**config.mk**
```make
export PLATFORM = sky130hd
export DESIGN_NAME = sha1_dual_round_core
export DESIGN_NICKNAME = d
export VERILOG_FILES = /design/src/rtl/sha1_dual_round_core.sv
export SDC_FILE = /design/constraint.sdc
export NUM_CORES = 2
export LEC_CHECK = 0
export BUFFER_PORTS_ARGS = -buffer_cell sky130_fd_sc_hd__buf_2
export CAP_MARGIN = 20
export CELL_PAD_IN_SITES_DETAIL_PLACEMENT = 1
export CELL_PAD_IN_SITES_GLOBAL_PLACEMENT = 1
export CORE_ASPECT_RATIO = 2
export CORE_MARGIN = 5
export CORE_UTILIZATION = 41
export DETAILED_ROUTE_END_ITERATION = 12
export PLACE_DENSITY_LB_ADDON = 0.05
export SETUP_SLACK_MARGIN = 0.5
export SLEW_MARGIN = 5
export SYNTH_ARGS = -nofsm -noshare
export SYNTH_HDL_FRONTEND = slang
export SYNTH_SLANG_ARGS = --single-unit
```
**constraint.sdc**
```tcl
create_clock -name clk -period 10.25 [get_ports clk]
set_input_delay 1.025 -clock clk [delete_from_list [all_inputs] [get_ports clk]]
set_output_delay 1.025 -clock clk [all_outputs]
set_load 0.005 [all_outputs]
```
**src/rtl/sha1_dual_round_core.sv**
```systemverilog
module sha1_dual_round_core (
  input  logic         clk,
  input  logic         rst_n,
  input  logic         start,
  input  logic [159:0] chain_in,
  input  logic [31:0]  wk_lo,
  input  logic [31:0]  wk_hi,
  output logic [3:0]   wk_raddr,
  output logic         busy,
  output logic         done,
  output logic [159:0] chain_out
);
  localparam int PAIRS = 40;
  localparam int CW = $clog2(PAIRS);

  logic [31:0] a, b, c, d, e;
  logic [159:0] h;
  logic [CW-1:0] pair;
  logic busy_q, done_q;
  logic [1:0] phase;

  function automatic logic [31:0] fsel(input logic [1:0] ph, input logic [31:0] x, y, z);
    case (ph)
      2'd0: fsel = z ^ (x & (y ^ z));
      2'd2: fsel = (x & y) | (z & (x ^ y));
      default: fsel = x ^ y ^ z;
    endcase
  endfunction

  function automatic logic [31:0] rl5(input logic [31:0] x);
    rl5 = {x[26:0], x[31:27]};
  endfunction

  function automatic logic [31:0] rl30(input logic [31:0] x);
    rl30 = {x[1:0], x[31:2]};
  endfunction

  assign phase = (pair < CW'(10)) ? 2'd0 :
                 (pair < CW'(20)) ? 2'd1 :
                 (pair < CW'(30)) ? 2'd2 : 2'd3;

  logic [31:0] a1, a2;
  assign a1 = fsel(phase, b, c, d) + e + rl5(a) + wk_lo;
  assign a2 = fsel(phase, a, rl30(b), c) + d + rl5(a1) + wk_hi;

  assign wk_raddr  = {pair[2:0], 1'b0};
  assign busy      = busy_q;
  assign done      = done_q;
  assign chain_out = h;

  always_ff @(posedge clk or negedge rst_n) begin
    if (!rst_n) begin
      {a, b, c, d, e} <= '0;
      h      <= '0;
      pair   <= '0;
      busy_q <= 1'b0;
      done_q <= 1'b0;
    end else begin
      done_q <= 1'b0;
      if (!busy_q) begin
        if (start) begin
          {a, b, c, d, e} <= chain_in;
          h      <= chain_in;
          pair   <= '0;
          busy_q <= 1'b1;
        end
      end else begin
        a <= a2;
        b <= a1;
        c <= rl30(a);
        d <= rl30(b);
        e <= c;
        pair <= pair + CW'(1);
        if (pair == CW'(PAIRS - 1)) begin
          h <= {h[159:128] + a2, h[127:96] + a1, h[95:64] + rl30(a),
                h[63:32] + rl30(b), h[31:0] + c};
          busy_q <= 1'b0;
          done_q <= 1'b1;
        end
      end
    end
  end
endmodule

```
==> results.json <==
{
  "ys_top_cells_by_area": "dfrtp_1 (26%), ha_1 (11%), fa_1 (7.9%)",
  "dr.first_iter.drc_count": 1707,
  "fp.dieW_um": 207,
  "yosys.area.top_type_share_pct": 25.8,
  "clock_path_buffers": 3,
  "whs_ns": 0.364,
  "syn-instance-count": 3763,
  "area_growth_pct": 16.2,
  "io_pins": 393,
  "synth_compound_area_share_pct": 22.4,
  "synth_adder_area_share_pct": 19.2,
  "place.port_buffers": 391,
  "slowest_stage": "fa_1",
  "antenna_found_initial": 7,
  "min_period_over_period_pct": 90.9,
  "synthesis.nets": 4402,
  "gp_congestion": 1.01,
  "grt_pass1_wl_um": 213000,
  "tightest_slew_ns": 1.11,
  "slew_viol_final": 0,
  "synth-simple-area-share_pct": 12.9,
  "nNetsFinal": 4775,
  "die_h_um": 404,
  "status": "finished, final reports clean",
  "holdCritPathClass": "primary input to async pin",
  "clk_latency_ns": 0.60,
  "synth_flop_cell": "dfrtp_1",
  "synth_top_family_by_area": "compound AO/OA/AOI/OAI gates",
  "dpl.hpwl_um": 122000,
  "synthMuxAreaShare_pct": 7.52,
  "firstDrtPassIters": 5,
  "max_stage_delay_ns": 0.51,
  "route.detailed.drc": 0,
  "worstSetupPathType": "flip-flop to flip-flop",
  "track_usage_pct": 34.9,
  "ys_warn_count": 0,
  "tritoncts": "yes",
  "seq_area_frac_synth_pct": 25.8,
  "critical-path-top-delay-family": "compound AO/OA/AOI/OAI gates",
  "hold_viol": 0,
  "cts_sinks": 328,
  "layout_min_cycle_time_ns": 9.32,
  "endpoint_kind": "flip-flop",
  "worst_ep_required_time_ns": 10.73,
  "fin_setup_tns_ns": 0,
  "synth_cell_types": 91,
  "htree_levels": 2,
  "cts-root-buf": "clkbuf_16",
  "drive_gt1_share_pct": 16.1,
  "core_mm2": 0.0771,
  "routed_via_density": 5.95,
  "fmax_mhz": 107,
  "grt_max_degree": 107,
  "grt_pass1_vias": 32179,
  "synth-xor-area-share_pct": 7.61,
  "vias": 30898,
  "synth_top_area_cell": "dfrtp_1",
  "final_core_util_pct": 48.0,
  "syn_area_mm2": 0.0318,
  "rsz0062_at_grt": "yes",
  "postRouteAntennaNets": 0,
  "initial_utilization_pct": 41.3,
  "ys_top_cells_by_count": "a21oi_1 (445), nand2_1 (404), o21ai_0 (385)",
  "die_area_mm2": 0.0836,
  "synth-async-reset-ratio_pct": 100,
  "yosysMostFrequentCell": "a21oi_1",
  "drv_cap": 0,
  "setup_viol": 0,
  "crit_arrival_ns": 9.80,
  "synth_edf_count": 0,
  "grt-ovfl-total": 0,
  "critPathBufInv": 6,
  "syn_avg_cell_area_um2": 8.46,
  "cts_buffers": 39,
  "drt_wl_total_um": 150000,
  "fin_worst_skew_ns": 0.0376,
  "critPathMaxFanout": 35,
  "row_count": 144,
  "clk_pin_slew_ns": 0.06,
  "cp-start-kind": "flip-flop",
  "slew_headroom_pct": 26.2,
  "wl_per_cell_um": 28.9,
  "synth_seq_cells": 328
}
==> sequential cells by signal, summed over array words and instances, names as in the netlist <==
name	count
b	32
c	32
e	32
d	32
pair	6
chain_out	160
busy	1
a	32
done	1
==> metal layers <==
metal | GRT usage, % | part of all wire (%) | up-vias
li1 | - | - | 14079
met1 | 34.3 | 33 | 15304
met2 | 62.1 | 50 | 1041
met3 | 4.76 | 4.4 | 470
met4 | 32.1 | 12 | 4
met5 | 0 | 0.019 | -
==> final timing paths <==
check | startpoint | end | slack (ns) | depth (start not counted)
max in group asynchronous | rst_n | busy | 7.76 | 3
setup reg to reg | pair[2] | chain_out[159] | 0.93 | 39
setup / recovery | pair[2] | chain_out[159] | 0.93 | 39
min in group clk | chain_out[34] | chain_out[34] | 0.52 | 2
hold / removal | rst_n | chain_out[133] | 0.36 | 1
hold reg to reg | chain_out[34] | chain_out[34] | 0.52 | 2
==> area by class of cell <==
class	instances	area, um^2
inverters	180	678
fillers	9345	40100
diodes	5	12.5
multi-input cells	3061	22400
well taps	1022	1280
clock inverters	7	113
flip-flops and latches	328	8220
repair buffers	526	3090
clock buffers	60	1200
==> cell families (layout without fill, tap and decap cells) <==
group,after synthesis,in the layout
AO/OA/AOI/OAI,1219,1219
XOR/XNOR,275,275
adder cells (fa/ha/maj),414,414
buffers and inverters,374,773
flip-flops,328,328
multiplexers,239,239
other,1,6
AND/OR/NAND/NOR,913,913
==> stage by stage <==
step           area (um^2)  setup WS [ns]  std cells
3_3_place_gp         35300         0.0495       5103
5_1_grt              37000          0.331       5185
2_1_floorplan        31800          0.618       3763
3_5_place_dp         35300         -0.209       5103
4_1_cts              36700          0.476       5171
6_report             37000          0.933       5189
==> cell usage in the layout, fill, tap and decap left out, types with 46 or more instances in the layout <==
| cell type | netlist | routed |
|---|---|---|
| a21o_1 | 91 | 91 |
| buf_4 | 4 | 127 |
| nand3_1 | 46 | 46 |
| inv_1 | 178 | 178 |
| fa_1 | 125 | 123 |
| nor2_1 | 222 | 219 |
| and3_1 | 68 | 68 |
| buf_2 | 2 | 389 |
| xor2_1 | 103 | 103 |
| a21oi_1 | 445 | 436 |
| nand2_1 | 404 | 402 |
| mux2i_1 | 238 | 237 |
| a31oi_1 | 52 | 51 |
| dfrtp_1 | 328 | 322 |
| o21ai_0 | 385 | 380 |
| xnor2_1 | 171 | 168 |
| ha_1 | 287 | 283 |
==> repair_timing <==
| item | CTS | global route |
|---|---|---|
| gates cloned | 0 | 1 |
| gates resized for setup | 15 | 52 |
| pin swaps | 1 | 16 |
| endpoints found under the hold margin | 0 | 0 |
| endpoints found under the setup margin | 16 | 16 |
| hold buffers | 0 | 0 |
| buffers inserted | 1 | 11 |
Power is left out: the tool's default activity adds up to more than one toggle a clock period on the data nets, which glitch-free logic cannot reach.
